### src/rtl/enc2_pkg.sv
package enc2_pkg;
  typedef enum logic [2:0] {
    ST_IDLE,
    ST_NORM,
    ST_EMIT,
    ST_FLUSH,
    ST_DONE
  } enc_state_t;

  // outcome of one renormalization iteration
  typedef enum logic [1:0] {
    RN_DONE,
    RN_ZERO,
    RN_ONE,
    RN_DEFER
  } rn_kind_t;
endpackage

### src/rtl/enc2_split.sv
// Combinational interval subdivision: three parallel scalings.
module enc2_split #(
  parameter int RANGE_W = 14,
  parameter int PROB_W  = 6
) (
  input  logic [RANGE_W-1:0] range_i,
  input  logic [PROB_W-1:0]  prob_a_i,
  input  logic [PROB_W-1:0]  prob_b_i,
  input  logic               pair_i,
  input  logic               pad_i,
  input  logic               bin_a_i,
  input  logic               bin_b_i,
  output logic [RANGE_W-1:0] width_o,
  output logic [RANGE_W-1:0] offset_o
);
  localparam int PROD_W = RANGE_W + PROB_W;

  function automatic logic [RANGE_W-1:0] scale(input logic [RANGE_W-1:0] r,
                                               input logic [PROB_W-1:0]  p);
    logic [PROD_W-1:0] prod;
    prod = PROD_W'(r) * PROD_W'(p);
    return prod[PROD_W-1:PROB_W];
  endfunction

  logic [PROB_W-1:0]  pb_eff;
  logic               b_eff;
  logic [RANGE_W-1:0] w0, w1, w00, w01, w10, w11;

  always_comb begin
    pb_eff = pad_i ? PROB_W'(1) : prob_b_i;
    b_eff  = pad_i | bin_b_i;
    w0  = scale(range_i, prob_a_i);
    w1  = range_i - w0;
    w00 = scale(w0, pb_eff);
    w01 = w0 - w00;
    w10 = scale(w1, pb_eff);
    w11 = w1 - w10;
    if (!pair_i) begin
      width_o  = bin_a_i ? w1 : w0;
      offset_o = bin_a_i ? w0 : '0;
    end else begin
      case ({bin_a_i, b_eff})
        2'b00:   begin width_o = w00; offset_o = '0;        end
        2'b01:   begin width_o = w01; offset_o = w00;       end
        2'b10:   begin width_o = w10; offset_o = w0;        end
        default: begin width_o = w11; offset_o = w0 + w10;  end
      endcase
    end
  end
endmodule

### src/rtl/enc2_bitout.sv
// Sends one resolved bit followed by its deferred complements.
module enc2_bitout #(
  parameter int CNT_W = 17
) (
  input  logic             clk,
  input  logic             rst_n,
  input  logic             load_i,
  input  logic             load_bit_i,
  input  logic [CNT_W-1:0] load_cnt_i,
  input  logic             out_ready_i,
  output logic             out_valid_o,
  output logic             out_bit_o,
  output logic             empty_o
);
  logic [CNT_W-1:0] left_q;
  logic             bit_q, first_q;
  logic             take;

  assign out_valid_o = (left_q != '0);
  assign empty_o     = (left_q == '0);
  assign out_bit_o   = first_q ? bit_q : ~bit_q;
  assign take        = out_valid_o & out_ready_i;

  always_ff @(posedge clk) begin
    if (!rst_n) begin
      left_q  <= '0;
      bit_q   <= 1'b0;
      first_q <= 1'b0;
    end else if (load_i) begin
      left_q  <= load_cnt_i;
      bit_q   <= load_bit_i;
      first_q <= 1'b1;
    end else if (take) begin
      left_q  <= left_q - 1'b1;
      first_q <= 1'b0;
    end
  end
endmodule

### src/rtl/pair_arith_enc.sv
module pair_arith_enc #(
  parameter int RANGE_W = 14,
  parameter int PROB_W  = 6,
  parameter int OUTS_W  = 16
) (
  input  logic              clk,
  input  logic              rst_n,
  input  logic              in_valid,
  output logic              in_ready,
  input  logic              in_pair,
  input  logic              in_pad,
  input  logic              in_bin_a,
  input  logic              in_bin_b,
  input  logic [PROB_W-1:0] in_prob_a,
  input  logic [PROB_W-1:0] in_prob_b,
  input  logic              flush_req,
  output logic              out_valid,
  output logic              out_bit,
  input  logic              out_ready,
  output logic              done
);
  import enc2_pkg::*;

  localparam logic [RANGE_W-1:0] QTR  = RANGE_W'(1) << (RANGE_W - 2);
  localparam logic [RANGE_W-1:0] HALF = RANGE_W'(1) << (RANGE_W - 1);
  localparam int FCNT_W = $clog2(RANGE_W + 1);
  localparam int LCNT_W = OUTS_W + 1;

  enc_state_t         state_q;
  logic [RANGE_W-1:0] low_q, range_q;
  logic [OUTS_W-1:0]  outs_q;
  logic [FCNT_W-1:0]  flush_cnt_q;
  logic               ret_flush_q;

  // named internal events
  logic               step_fire, idle_w, flushing_w, emit_empty;
  logic [RANGE_W-1:0] sub_width, sub_off, low_adj;
  rn_kind_t           rn_kind;
  logic               load, load_bit;
  logic [LCNT_W-1:0]  load_cnt;

  function automatic rn_kind_t rn_classify(input logic [RANGE_W-1:0] r,
                                           input logic [RANGE_W-1:0] l);
    if (r >= QTR)       return RN_DONE;
    else if (l < QTR)   return RN_ZERO;
    else if (l >= HALF) return RN_ONE;
    else                return RN_DEFER;
  endfunction

  enc2_split #(.RANGE_W(RANGE_W), .PROB_W(PROB_W)) u_split (
    .range_i (range_q),
    .prob_a_i(in_prob_a),
    .prob_b_i(in_prob_b),
    .pair_i  (in_pair),
    .pad_i   (in_pad),
    .bin_a_i (in_bin_a),
    .bin_b_i (in_bin_b),
    .width_o (sub_width),
    .offset_o(sub_off)
  );

  assign idle_w     = (state_q == ST_IDLE);
  assign in_ready   = idle_w;
  assign step_fire  = in_valid & idle_w;
  assign done       = (state_q == ST_DONE);
  assign flushing_w = (state_q == ST_FLUSH) || (state_q == ST_DONE) ||
                      ((state_q == ST_EMIT) && ret_flush_q);
  assign rn_kind    = rn_classify(range_q, low_q);

  always_comb begin
    case (rn_kind)
      RN_ONE:   low_adj = low_q - HALF;
      RN_DEFER: low_adj = low_q - QTR;
      default:  low_adj = low_q;
    endcase
    load     = ((state_q == ST_NORM) && (rn_kind == RN_ZERO || rn_kind == RN_ONE)) ||
               ((state_q == ST_FLUSH) && (flush_cnt_q != '0));
    load_bit = (state_q == ST_FLUSH) ? low_q[RANGE_W-1] : (rn_kind == RN_ONE);
    load_cnt = LCNT_W'(outs_q) + LCNT_W'(1);
  end

  enc2_bitout #(.CNT_W(LCNT_W)) u_bitout (
    .clk        (clk),
    .rst_n      (rst_n),
    .load_i     (load),
    .load_bit_i (load_bit),
    .load_cnt_i (load_cnt),
    .out_ready_i(out_ready),
    .out_valid_o(out_valid),
    .out_bit_o  (out_bit),
    .empty_o    (emit_empty)
  );

  always_ff @(posedge clk) begin
    if (!rst_n) begin
      state_q     <= ST_IDLE;
      low_q       <= '0;
      range_q     <= '1;
      outs_q      <= '0;
      flush_cnt_q <= '0;
      ret_flush_q <= 1'b0;
    end else begin
      case (state_q)
        ST_IDLE: begin
          if (in_valid) begin
            low_q   <= low_q + sub_off;
            range_q <= sub_width;
            state_q <= (sub_width < QTR) ? ST_NORM : ST_IDLE;
          end else if (flush_req) begin
            flush_cnt_q <= FCNT_W'(RANGE_W);
            state_q     <= ST_FLUSH;
          end
        end
        ST_NORM: begin
          if (rn_kind == RN_DONE) begin
            state_q <= ST_IDLE;
          end else begin
            range_q <= {range_q[RANGE_W-2:0], 1'b0};
            low_q   <= {low_adj[RANGE_W-2:0], 1'b0};
            if (rn_kind == RN_DEFER) begin
              outs_q <= outs_q + 1'b1;
            end else begin
              outs_q      <= '0;
              ret_flush_q <= 1'b0;
              state_q     <= ST_EMIT;
            end
          end
        end
        ST_EMIT: begin
          if (emit_empty) state_q <= ret_flush_q ? ST_FLUSH : ST_NORM;
        end
        ST_FLUSH: begin
          if (flush_cnt_q == '0) begin
            state_q <= ST_DONE;
          end else begin
            low_q       <= {low_q[RANGE_W-2:0], 1'b0};
            flush_cnt_q <= flush_cnt_q - 1'b1;
            outs_q      <= '0;
            ret_flush_q <= 1'b1;
            state_q     <= ST_EMIT;
          end
        end
        default: state_q <= ST_DONE;
      endcase
    end
  end
endmodule

### config.mk
export PLATFORM = sky130hd
export DESIGN_NAME = pair_arith_enc
export DESIGN_NICKNAME = d
export VERILOG_FILES = /design/src/rtl/enc2_pkg.sv /design/src/rtl/enc2_split.sv /design/src/rtl/enc2_bitout.sv /design/src/rtl/pair_arith_enc.sv
export SDC_FILE = /design/constraint.sdc
export NUM_CORES = 1
export LEC_CHECK = 0
export BUFFER_PORTS_ARGS = -buffer_cell sky130_fd_sc_hd__clkbuf_2
export CORE_ASPECT_RATIO = 2
export CORE_MARGIN = 8
export CORE_UTILIZATION = 55
export DETAILED_ROUTE_END_ITERATION = 7
export PLACE_DENSITY = 0.83
export SLEW_MARGIN = 20
export SYNTH_ARGS = -nofsm -noshare
export SYNTH_HDL_FRONTEND = slang
export SYNTH_SLANG_ARGS = --single-unit
### constraint.sdc
create_clock -name clk -period 12.2 [get_ports clk]
set_input_delay 1.83 -clock clk [delete_from_list [all_inputs] [get_ports clk]]
set_output_delay 1.83 -clock clk [all_outputs]
set_load 0.02 [all_outputs]
**After elaboration in Yosys (flattened, before gate mapping)**

Index checks and enable logic that the tools add are counted.

- $lt $le $gt $ge: 4
- Mux-type cells: 45
- $add $sub $neg: 11
- Reductions and logical operators: 22
- Multiply operators: 3
- Bitwise operators: 3
- Equal/unequal tests: 18

Operator list:

| operator | number |
|---|---|
| two-way mux 14 bit | 9 |
| case mux 14 bit (3 select lines) | 3 |
| multiplier 14 x 6 -> 20 bit | 3 |
| two-way mux 16 bit | 3 |
| subtractor 14 bit | 3 |
| two-way mux 17 bit | 2 |
| case mux 16 bit (2 select lines) | 1 |
| adder 14 bit | 2 |
| < comparator 14 x 13 -> 1 bit (second input constant) | 2 |
| case mux 14 bit (2 select lines) | 1 |
| case mux 13 bit (2 select lines) | 1 |
| two-way mux 3 bit | 6 |
| adder 16 x 1 -> 17 bit (second input constant) | 1 |
| logical NOT 17 bit | 1 |
| nonzero test 17 bit | 1 |
| subtractor 17 x 1 -> 17 bit (second input constant) | 1 |
| adder 16 x 1 -> 16 bit (second input constant) | 1 |
| greater-or-equal comparator 14 x 13 -> 1 bit (second input constant) | 1 |
| greater-or-equal comparator 14 bit (second input constant) | 1 |
| subtractor 13 x 1 -> 13 bit (second input constant) | 1 |
| subtractor 13 bit (second input constant) | 1 |
| two-way mux 4 bit | 3 |
| inequality test 2 bit (second input constant) | 6 |
| case mux 3 bit (4 select lines) | 1 |
| 27 further kinds | 51 |

- Bits of input ports: 21
- Register bits after elaboration: 71
- Word-level logic and storage cells: 115

**Longest topological paths before layout**

Gate-level depths: netlist of the first run.

- Depth in word-level cells: 10
- Gate-level depth with buffers: 58

**By module**

A second synthesis of the first run with hierarchy kept.

- Cells, all modules: 1984
- Area total of the unflattened synthesis: 15417.3 µm²

By module, submodules not included:

| module | seq. area each (µm²) | instances | cells an instance | area an instance (µm²) |
|---|---|---|---|---|
| enc2_split | 0.0 | 1 | 1436 | 10824.1 |
| pair_arith_enc | 1041.0 | 1 | 425 | 3497.1 |
| enc2_bitout | 380.4 | 1 | 123 | 1096.1 |

**Worst setup path before layout of the first run**

OpenSTA, ideal clock, no wires.

- Kind: input port to flip-flop
- Start point: input in_prob_a[0]
- End point: register low_q[13]
- Path buffers: 1
- Stages: 52
- Arrival: 13218 ps
- Data required time: 12080 ps
- Library setup time: 120 ps
- Slack: -1138 ps
- Cell sequence: clkbuf_1 -> and2_1 -> fa_1 -> inv_1 -> fa_1 -> inv_1 -> fa_1 -> ha_1 -> a21o_1 -> a21o_1 -> or2_1 -> a21oi_1 -> nor2b_1 -> o21a_1 -> nor2_1 -> inv_1 -> ha_1 -> a21boi_0 -> [... 16 more ...] -> o21ai_0 -> nand2b_1 -> xor2_1 -> ha_1 -> o41ai_1 -> nor4_1 -> nor3_1 -> xnor2_1 -> a21oi_1 -> o22ai_1 -> ha_1 -> or2_2 -> a21oi_1 -> o31ai_1 -> a21oi_1 -> xor2_1 -> nor2_1 -> a211o_1

- Word-level cells in the longest chain between the ends: 9
- Elaborated cells on any way between the ends: 11
- Those cells by class: add/sub: 3; mul: 3; mux: 5

Ends and longest elaborated chain:

| item | line | source |
|---|---|---|
| from (decl) | pair_arith_enc.sv:14 | `input logic [PROB_W-1:0] in_prob_a,` |
| multiplier 14 x 6 -> 20 bit * | enc2_split.sv:21 | `prod = PROD_W'(r) * PROD_W'(p);` |
| subtractor 14 bit | enc2_split.sv:33 | `w1 = range_i - w0;` |
| multiplier 14 x 6 -> 20 bit | enc2_split.sv:21 |  |
| adder 14 bit | enc2_split.sv:46 | `default: begin width_o = w11; offset_o = w0 + w10; end` |
| case mux 14 bit (3 select lines) | enc2_split.sv:42 | `case ({bin_a_i, b_eff})` |
| two-way mux 14 bit * | enc2_split.sv:38 | `if (!pair_i) begin` |
| adder 14 bit * | pair_arith_enc.sv:106 | `low_q <= low_q + sub_off;` |
| two-way mux 14 bit * | pair_arith_enc.sv:105 | `if (in_valid) begin` |
| case mux 14 bit (3 select lines) * | pair_arith_enc.sv:103 | `case (state_q)` |
| to (signal assigned) | pair_arith_enc.sv:106 |  |
| to (signal assigned) | pair_arith_enc.sv:119 | `low_q <= {low_adj[RANGE_W-2:0], 1'b0};` |
| to (signal assigned) | pair_arith_enc.sv:136 | `low_q <= {low_q[RANGE_W-2:0], 1'b0};` |
| to (decl) | pair_arith_enc.sv:30 | `logic [RANGE_W-1:0] low_q, range_q;` |

Mark *: on every way between the ends. The rest lies on a longest branch, timed or not. The select of a mux whose other input is x is not followed.
A chain may end at the register's enable or synchronous reset.

**Worst setup path in the final report of the first run**

Same ends and word-level chain as after synthesis.

==> results of run 1 <==
tightest hold or removal path, delay by kind of cell (launching register included):
| kind | cells | cell delay (ns) |
|---|---|---|
| flip-flops | 1 | 0.31 |
| AO/OA/AOI/OAI | 1 | 0.06 |
| AND/OR/NAND/NOR | 1 | 0.06 |
stage by stage:
stage	setup slack (ns)	TNS, ns	hold WS [ns]
after global routing	-1.25	-12.26	0.504
final	-1.02	-7.74	0.474
after detailed placement	-1.22	-10.45	0.473
after global placement	-1.02	-7.63	0.446
after CTS	-0.495	-2.51	0.479
after floorplan	-0.496	-0.930	0.439
timing repair:
item                       CTS  global route
setup buffers               38            40
setup endpoints to repair   13            20
hold buffers                 0             0
pin swaps                  123           117
resized for setup          121           166
Yosys cell counts, drive strengths merged (7+ instances only):
master,number,area (um^2)
a211oi,30,230
a21boi,11,82.6
a21o,19,143
a21oi,105,537
a311oi,14,135
a31oi,12,81.3
and2,65,407
and3,25,156
buf,10,58.8
clkbuf,73,274
dfxtp,71,1420
fa,149,2980
ha,141,1760
inv,263,987
mux2i,15,163
nand2,215,810
nand2b,22,138
nand3,26,130
nand3b,11,82.6
nand4,9,56.3
nor2,220,826
nor2b,22,138
nor3,45,235
nor4,7,43.8
o2111ai,8,70.1
o211ai,11,82.6
o21a,20,159
o21ai,90,454
o21bai,13,105
o22ai,13,87.6
o31ai,7,52.6
or2,11,68.8
or3,11,73.8
xnor2,74,663
xor2,33,297
path summary, 6_finish.rpt:
check                            from                  end  slack (ns)  cells past startpoint
setup reg to reg           range_q[4]            low_q[13]        0.01                     51
hold / removal    u_bitout.left_q[16]  u_bitout.left_q[16]        0.47                      2
setup / recovery         in_prob_a[0]            low_q[13]       -1.02                     53
hold reg to reg   u_bitout.left_q[16]  u_bitout.left_q[16]        0.47                      2
flip-flops by register name, indices dropped and copies added, names as in the netlist:
name / cells
state_q: 3
low_q: 14
range_q: 14
flush_cnt_q: 4
u_bitout.left_q: 17
ret_flush_q: 1
u_bitout.bit_q: 1
u_bitout.first_q: 1
outs_q: 16
metal layers:
metal  vias to the layer above  wire, um
li1                       7098         -
met1                      7762     17800
met2                       946     29600
met3                       432      4760
met4                         0      6490
met5                         -         0
final cells by class:
cell class / instances / area [um^2] / area share
clock buffers: 9 / 225 / 0.0115
clock inverters: 7 / 83.8 / 0.00428
inverters: 263 / 993 / 0.0508
multi-input cells: 1536 / 13700 / 0.698
flip-flops and latches: 71 / 1420 / 0.0726
well taps: 348 / 435 / 0.0223
repair buffers: 353 / 2740 / 0.140
cells by family after synthesis:
| logic type | synth area share |
|---|---|
| muxes | 0.0214 |
| buffers and inverters | 0.0884 |
| adders and majority gates | 0.320 |
| AOI/OAI and AO/OA | 0.186 |
| and+or+nand+nor | 0.221 |
| DFF | 0.0952 |
| xor gates and xnor gates | 0.0674 |
==> reports/summary.txt, run 1 <==
CTS Root Buffer Type - sky130_fd_sc_hd__clkbuf_16
type of destination of the critical path - register
maximum number of pins on one net before global-route repair - 47
post-route ant nets - 0
clock edge transition at the registers on the reported setup and hold paths - 0.07 ns
longest individual stage delay on the worst path - 0.55 ns
WP buf/inv - 8
weighted congestion reported at the end of routability-driven placement - 1.03
cell mode on critical path - sky130_fd_sc_hd__fa_1
buffer levels on the longest clock path - 2
clock tree from TritonCTS - done
highest-delay cell along the critical path - sky130_fd_sc_hd__fa_1
distinct cell type count of the synthesized netlist - 97
syn nets - 2264
effective utilization at floorplan - 0.557
largest clock skew in the final design - 0.0149 ns
count of flip-flops with a built-in enable after synthesis - 0
first-pass GRT wire length - 85.7 mm
met3 Use GR - 0.0759
count of placed standard cells in the final layout, fillers left out - 2587
horizontal die dimension - 133 um
Die Y-Extent - 249 um
data required time at the worst endpoint - 12.46 ns
unrepaired setup endpoints after global routing - true
count of max-cap constraint violations - 0
Synth Instances - 1953
start-to-end type of the worst setup path - primary input to register
most crowded layer after global routing - met2
minimum period implied by the final worst setup slack - 13.22 ns
startpoint types - primary input
via count of the first global-routing pass - 16.9k
Worst Tran Pin Value - 1.22 ns
count of vias placed by the detailed router - 16.2k
number of top-level design ports - 25
PortBufs - 24
most common library cell in the layout ignoring fill and taps - sky130_fd_sc_hd__buf_4
cell area reported after detailed placement - 17400 um^2
global routing met1 resource utilization - 0.297
clock sink count - 71
Tcrit/Tclk final - 1.08
critical path arrival - 13.48 ns
Largest delay share family, worst path - adder cells
run status - complete, but fails checks
Final Core Density - 0.730
share of post-route cells with drive strength above 1 - 0.287
Inserted Clock Buffers - 9
Site Rows - 85
Post-route DRC - 0
Pre-antenna DRT Iters - 6
syn avg cell area - 7.65 um^2
final count of pins violating max slew - 0
sequential area share after synthesis - 0.0952
average wire length per cell after detail routing - 22.7 um
CTS H-Tree Depth - 3
upper clock frequency limit - 75.7 MHz
total number of yosys warnings - 0
met2 track utilization from global routing - 0.595
setup ws final - -1.02 ns
number of hold violations in the final report - 0
post-route cell area - 19600 um^2
maximum net fanout on the critical path - 4
overall fraction of global-route tracks in use - 0.333
count of endpoints failing setup in the final report - 14
count of filler cells inserted in the layout - 1950
layout overhead on the synthesized area - 31.0%
commonest register cell after synthesis - sky130_fd_sc_hd__dfxtp_1
total standard cell area after synthesis - 14900 um^2
detailed router's first-iteration violation count - 1225
Final nets - 2545
leading cell types in the layout, fill and taps excluded - 293 x sky130_fd_sc_hd__buf_4, 241 x sky130_fd_sc_hd__inv_1, 211 x sky130_fd_sc_hd__nand2_1, 192 x sky130_fd_sc_hd__nor2_1, 146 x sky130_fd_sc_hd__fa_1
worst min path class - register to register
die area - 33000 um^2
final WL - 58.6 mm
total grt overflow - 0
final antenna diode count - 0
total placed cells including tap cells - 2501
violations in the final reports - setup timing
flops & latches, synth - 71
detail-routed via count per cell - 6.28
number of antenna violations at the first check in global routing - 1
worst slew slack as a fraction of its limit - 0.184
async set-or-reset flop fraction in the synthesized netlist - 0
HPWL after detailed placement - 41.2 mm
clock network latency to the later pin of the worst-skew pair - 0.37 ns
total core area - 26800 um^2
Power of run 1 is left out: the tool's default activity adds up to more than one toggle a clock period on the data nets, which glitch-free logic cannot reach.
==> run 2, diff against run 1 <==
--- a/config.mk
+++ b/config.mk
@@ -6,11 +6,13 @@
 export NUM_CORES = 1
 export LEC_CHECK = 0
 export BUFFER_PORTS_ARGS = -buffer_cell sky130_fd_sc_hd__clkbuf_2
+export CELL_PAD_IN_SITES_DETAIL_PLACEMENT = 1
+export CELL_PAD_IN_SITES_GLOBAL_PLACEMENT = 2
 export CORE_ASPECT_RATIO = 2
 export CORE_MARGIN = 8
-export CORE_UTILIZATION = 55
+export CORE_UTILIZATION = 36
 export DETAILED_ROUTE_END_ITERATION = 7
-export PLACE_DENSITY = 0.83
+export PLACE_DENSITY = 0.88
 export SLEW_MARGIN = 20
 export SYNTH_ARGS = -nofsm -noshare
 export SYNTH_HDL_FRONTEND = slang
==> run 2 against run 1 <==
The flow still finishes with violations (setup timing). Global-route usage decreased by 7.3 points. Worst hold slack improved by 0.019 ns. Cell area increased by 0.89%. Die area increased by 47%. Via count decreased by 0.91%. Setup slack got worse by 0.31 ns.
==> reports/summary.txt, run 2 (synthesis gave the netlist of run 1 again) <==
run status - complete, but fails checks
violations in the final reports - setup timing
via count of the first global-routing pass - 18.0k
Post-route DRC - 0
CTS H-Tree Depth - 3
largest clock skew in the final design - 0.0135 ns
leading cell types in the layout, fill and taps excluded - 334 x sky130_fd_sc_hd__buf_4, 242 x sky130_fd_sc_hd__inv_1, 212 x sky130_fd_sc_hd__nand2_1, 192 x sky130_fd_sc_hd__nor2_1, 148 x sky130_fd_sc_hd__fa_1
count of filler cells inserted in the layout - 4971
Pre-antenna DRT Iters - 7
effective utilization at floorplan - 0.364
WP buf/inv - 15
upper clock frequency limit - 73.9 MHz
post-route cell area - 19700 um^2
clock edge transition at the registers on the reported setup and hold paths - 0.07 ns
Die Y-Extent - 304 um
detailed router's first-iteration violation count - 691
register with the highest flop count - u_bitout.left_q
number of antenna violations at the first check in global routing - 1
average wire length per cell after detail routing - 24.5 um
post-route ant nets - 0
minimum period implied by the final worst setup slack - 13.52 ns
first-pass GRT wire length - 98.2 mm
final count of pins violating max slew - 0
area of the multi-input gates - 13500 um^2
number of hold violations in the final report - 0
Site Rows - 105
horizontal die dimension - 160 um
final WL - 68.6 mm
startpoint types - primary input
Worst Tran Pin Value - 1.12 ns
Final nets - 2567
count of max-cap constraint violations - 0
PortBufs - 24
clock network latency to the later pin of the worst-skew pair - 0.38 ns
Tcrit/Tclk final - 1.11
hold-fix buffer count after cts - 0
overall fraction of global-route tracks in use - 0.261
maximum net fanout on the critical path - 3
start-to-end type of the worst setup path - primary input to register
layout overhead on the synthesized area - 32.2%
die area - 48700 um^2
buffer levels on the longest clock path - 2
clock sink count - 71
Final Core Density - 0.482
Inserted Clock Buffers - 9
weighted congestion reported at the end of routability-driven placement - 0.965
worst hold margin - 0.493 ns
largest registers - u_bitout.left_q: 17 flops, outs_q: 16 flops
HPWL after detailed placement - 49.8 mm
count of endpoints failing setup in the final report - 16
critical path arrival - 13.79 ns
number of top-level design ports - 25
Seq. cell area - 1420 um^2
share of post-route cells with drive strength above 1 - 0.279
Largest delay share family, worst path - adder cells
highest-delay cell along the critical path - sky130_fd_sc_hd__fa_1
clock tree from TritonCTS - done
setup ws final - -1.32 ns
worst slew slack as a fraction of its limit - 0.252
worst min path class - register to register
maximum number of pins on one net before global-route repair - 60
data required time at the worst endpoint - 12.47 ns
flip-flop count of the largest register after layout - 17
detail-routed via count per cell - 5.75
unrepaired setup endpoints after global routing - true
type of destination of the critical path - register
cell area reported after detailed placement - 18000 um^2
most common library cell in the layout ignoring fill and taps - sky130_fd_sc_hd__buf_4
total core area - 41000 um^2
total grt overflow - 0
cell mode on critical path - sky130_fd_sc_hd__fa_1
CTS Root Buffer Type - sky130_fd_sc_hd__clkbuf_16
longest individual stage delay on the worst path - 0.59 ns
count of vias placed by the detailed router - 16.1k
run 2: cell count changes in the layout (fill, tap and decap cells not counted), moves of 4 or more:
cell | before | now
sky130_fd_sc_hd__buf_4 | 293 | 334
sky130_fd_sc_hd__buf_6 | 36 | 16
sky130_fd_sc_hd__xnor2_1 | 48 | 56
sky130_fd_sc_hd__xnor2_2 | 21 | 13
sky130_fd_sc_hd__a21oi_1 | 74 | 80
sky130_fd_sc_hd__ha_1 | 110 | 116
sky130_fd_sc_hd__ha_2 | 7 | 3
sky130_fd_sc_hd__nor2_2 | 22 | 18
sky130_fd_sc_hd__nor2_4 | 6 | 10
sky130_fd_sc_hd__nor2b_2 | 6 | 2
sky130_fd_sc_hd__nor3_2 | 5 | 9
sky130_fd_sc_hd__o21ai_2 | 11 | 7
run 2: worst min-delay path: cells and delay by family, from the launching register on:
family	cells	cell delay, ns
simple gates	1	0.07
compound gates	1	0.06
flops	1	0.31
run 2: worst paths after layout:
check / cells past startpoint / start / slack [ns] / end
setup / recovery: 63 / in_prob_a[2] / -1.32 / low_q[13]
hold / removal: 2 / u_bitout.left_q[16] / 0.49 / u_bitout.left_q[16]
setup reg to reg: 61 / range_q[6] / -0.22 / low_q[13]
hold reg to reg: 2 / u_bitout.left_q[16] / 0.49 / u_bitout.left_q[16]
run 2: per-layer routing:
metal | track usage | wire (um)
met1 | 0.221 | 21400
met2 | 0.492 | 36600
met3 | 0.0488 | 3780
met4 | 0.250 | 6890
met5 | 0.00413 | 0
run 2: metrics by stage:
step,std cells,setup TNS (ns),setup slack (ns)
finish,2796,-11.66,-1.32
global placement,2735,-9.75,-1.18
detailed placement,2735,-17.44,-1.65
floorplan,1953,-0.930,-0.496
CTS,2772,-5.45,-0.913
global route,2796,-18.47,-1.74
run 2: area by class of cell:
cell class / count / share of cell area
multi-input combinational: 1536 / 0.683
inverter: 263 / 0.0503
clock inverter: 6 / 0.00469
sequential: 71 / 0.0720
antenna: 1 / 0.000127
tap: 535 / 0.0339
timing repair buffer: 375 / 0.144
clock buffer: 9 / 0.0114
run 2: what timing repair did:
action | in CTS | in global routing
pin swaps | 88 | 119
setup buffers | 23 | 28
resized for setup | 105 | 129
setup endpoints to repair | 18 | 20
Power of run 2 is left out for the same reason.
==> run 3, diff against run 2 <==
--- a/config.mk
+++ b/config.mk
@@ -13,6 +13,7 @@
 export CORE_UTILIZATION = 36
 export DETAILED_ROUTE_END_ITERATION = 7
 export PLACE_DENSITY = 0.88
+export RECOVER_POWER = 25
 export SLEW_MARGIN = 20
 export SYNTH_ARGS = -nofsm -noshare
 export SYNTH_HDL_FRONTEND = slang
==> run 3 against run 2 <==
Cell count unchanged. Highest routed layer unchanged. Clock skew about the same. The flow still finishes with violations (setup timing). Worst hold slack got worse by 0.0013 ns. Critical path type unchanged. Die area unchanged.
==> reports/summary.txt, run 3 (synthesis gave the netlist of run 1 again) <==
leading cell types in the layout, fill and taps excluded - 334 x sky130_fd_sc_hd__buf_4, 242 x sky130_fd_sc_hd__inv_1, 212 x sky130_fd_sc_hd__nand2_1, 192 x sky130_fd_sc_hd__nor2_1, 148 x sky130_fd_sc_hd__fa_1
layout overhead on the synthesized area - 32.1%
minimum period implied by the final worst setup slack - 13.52 ns
total core area - 41000 um^2
start-to-end type of the worst setup path - primary input to register
share of post-route cells with drive strength above 1 - 0.278
cell mode on critical path - sky130_fd_sc_hd__fa_1
Seq. cell area - 1420 um^2
worst min path class - register to register
number of top-level design ports - 25
maximum number of pins on one net before global-route repair - 60
final count of pins violating max slew - 0
count of max-cap constraint violations - 0
Pre-antenna DRT Iters - 7
clock edge transition at the registers on the reported setup and hold paths - 0.07 ns
PortBufs - 24
Die Y-Extent - 304 um
overall fraction of global-route tracks in use - 0.261
clock sink count - 71
weighted congestion reported at the end of routability-driven placement - 0.965
Worst Tran Pin Value - 1.17 ns
setup ws final - -1.32 ns
Setup WS pre-CTS - -1.65 ns
CTS H-Tree Depth - 3
worst r2r src - range_q[6]
CTS Root Buffer Type - sky130_fd_sc_hd__clkbuf_16
final WL - 68.6 mm
buffer levels on the longest clock path - 2
maximum net fanout on the critical path - 3
WP buf/inv - 15
data required time at the worst endpoint - 12.47 ns
cell count of the worst hold path - 2
area of the multi-input gates - 13500 um^2
highest-delay cell along the critical path - sky130_fd_sc_hd__fa_1
largest clock skew in the final design - 0.0135 ns
Largest delay share family, worst path - adder cells
count of filler cells inserted in the layout - 4973
startpoint types - primary input
worst hold margin - 0.491 ns
Worst R2R Path Depth - 61
reg-to-reg critical path endpoint - low_q[13]
count of vias placed by the detailed router - 16.1k
Final nets - 2567
register with the highest flop count - u_bitout.left_q
type of destination of the critical path - register
reg-to-reg setup timing slack - -0.22 ns
Tcrit/Tclk final - 1.11
Post-route DRC - 0
horizontal die dimension - 160 um
detail-routed via count per cell - 5.75
HPWL after detailed placement - 49.8 mm
count of endpoints failing setup in the final report - 16
end of the worst hold path - u_bitout.left_q[16]
number of antenna violations at the first check in global routing - 1
via count of the first global-routing pass - 18.0k
first-pass GRT wire length - 98.2 mm
post-route ant nets - 0
violations in the final reports - setup timing
hold-fix buffer count after cts - 0
unrepaired setup endpoints after global routing - true
clock network latency to the later pin of the worst-skew pair - 0.38 ns
detailed router's first-iteration violation count - 691
effective utilization at floorplan - 0.364
die area - 48700 um^2
run status - complete, but fails checks
flip-flop count of the largest register after layout - 17
longest individual stage delay on the worst path - 0.59 ns
startpoint of the worst hold path - u_bitout.left_q[16]
upper clock frequency limit - 74.0 MHz
worst slew slack as a fraction of its limit - 0.217
critical path arrival - 13.79 ns
Inserted Clock Buffers - 9
average wire length per cell after detail routing - 24.5 um
number of hold violations in the final report - 0
largest registers - u_bitout.left_q: 17 flops, outs_q: 16 flops
total grt overflow - 0
clock tree from TritonCTS - done
most common library cell in the layout ignoring fill and taps - sky130_fd_sc_hd__buf_4
Site Rows - 105
## run 3: cell count changes in the layout (fill, tap and decap cells not counted)
cell	delta
sky130_fd_sc_hd__clkbuf_2	-2
sky130_fd_sc_hd__clkbuf_1	+2
## run 3: worst min-delay path, cell delays in order (launching register included)
cell and delay (ns):
sky130_fd_sc_hd__dfxtp_1 0.31, sky130_fd_sc_hd__nand3_1 0.07, sky130_fd_sc_hd__a21oi_1 0.06
## run 3: repair_timing
action	CTS	global route
buffers inserted	23	28
resized for setup	105	129
pin swaps	88	119
setup endpoints to repair	18	20
cloned	0	0
## run 3: area by class of cell
type / count / share of cell area
sequential: 71 / 0.0720
clock inverter: 6 / 0.00469
clock buffer: 9 / 0.0114
antenna: 1 / 0.000127
multi-input combinational: 1536 / 0.683
inverter: 263 / 0.0503
timing repair buffer: 375 / 0.144
tap: 535 / 0.0339
## run 3: metrics by stage
stage | cells | instance area [um^2] | util | TNS, ns
floorplan | 1953 | 15200 | - | -0.930
global placement | 2735 | 17900 | 0.438 | -9.75
detailed placement | 2735 | 18000 | 0.438 | -17.44
CTS | 2772 | 19000 | 0.463 | -5.45
global route | 2796 | 19700 | 0.482 | -18.55
finish | 2796 | 19700 | 0.482 | -11.74
## run 3: metal layers
layer  vias up  share of wire  GRT usage
li1       7136              -          -
met1      8076           0.31      0.221
met2       544           0.53      0.492
met3       322          0.055     0.0488
met4         0           0.10      0.250
met5         -              0    0.00413
## run 3: how the worst max path moves through the flow
stage | start | to | slack [ns] | depth (start not counted)
after floorplan | in_prob_a[0] | low_q[13] | -0.50 | 55
after global routing | in_prob_a[2] | low_q[13] | -1.74 | 63
after global placement | in_prob_a[0] | low_q[13] | -1.18 | 56
after detailed placement | in_prob_a[0] | low_q[13] | -1.65 | 54
after CTS | in_prob_a[2] | low_q[13] | -0.91 | 58
final | in_prob_a[2] | low_q[13] | -1.32 | 63
Power of run 3 is left out for the same reason.
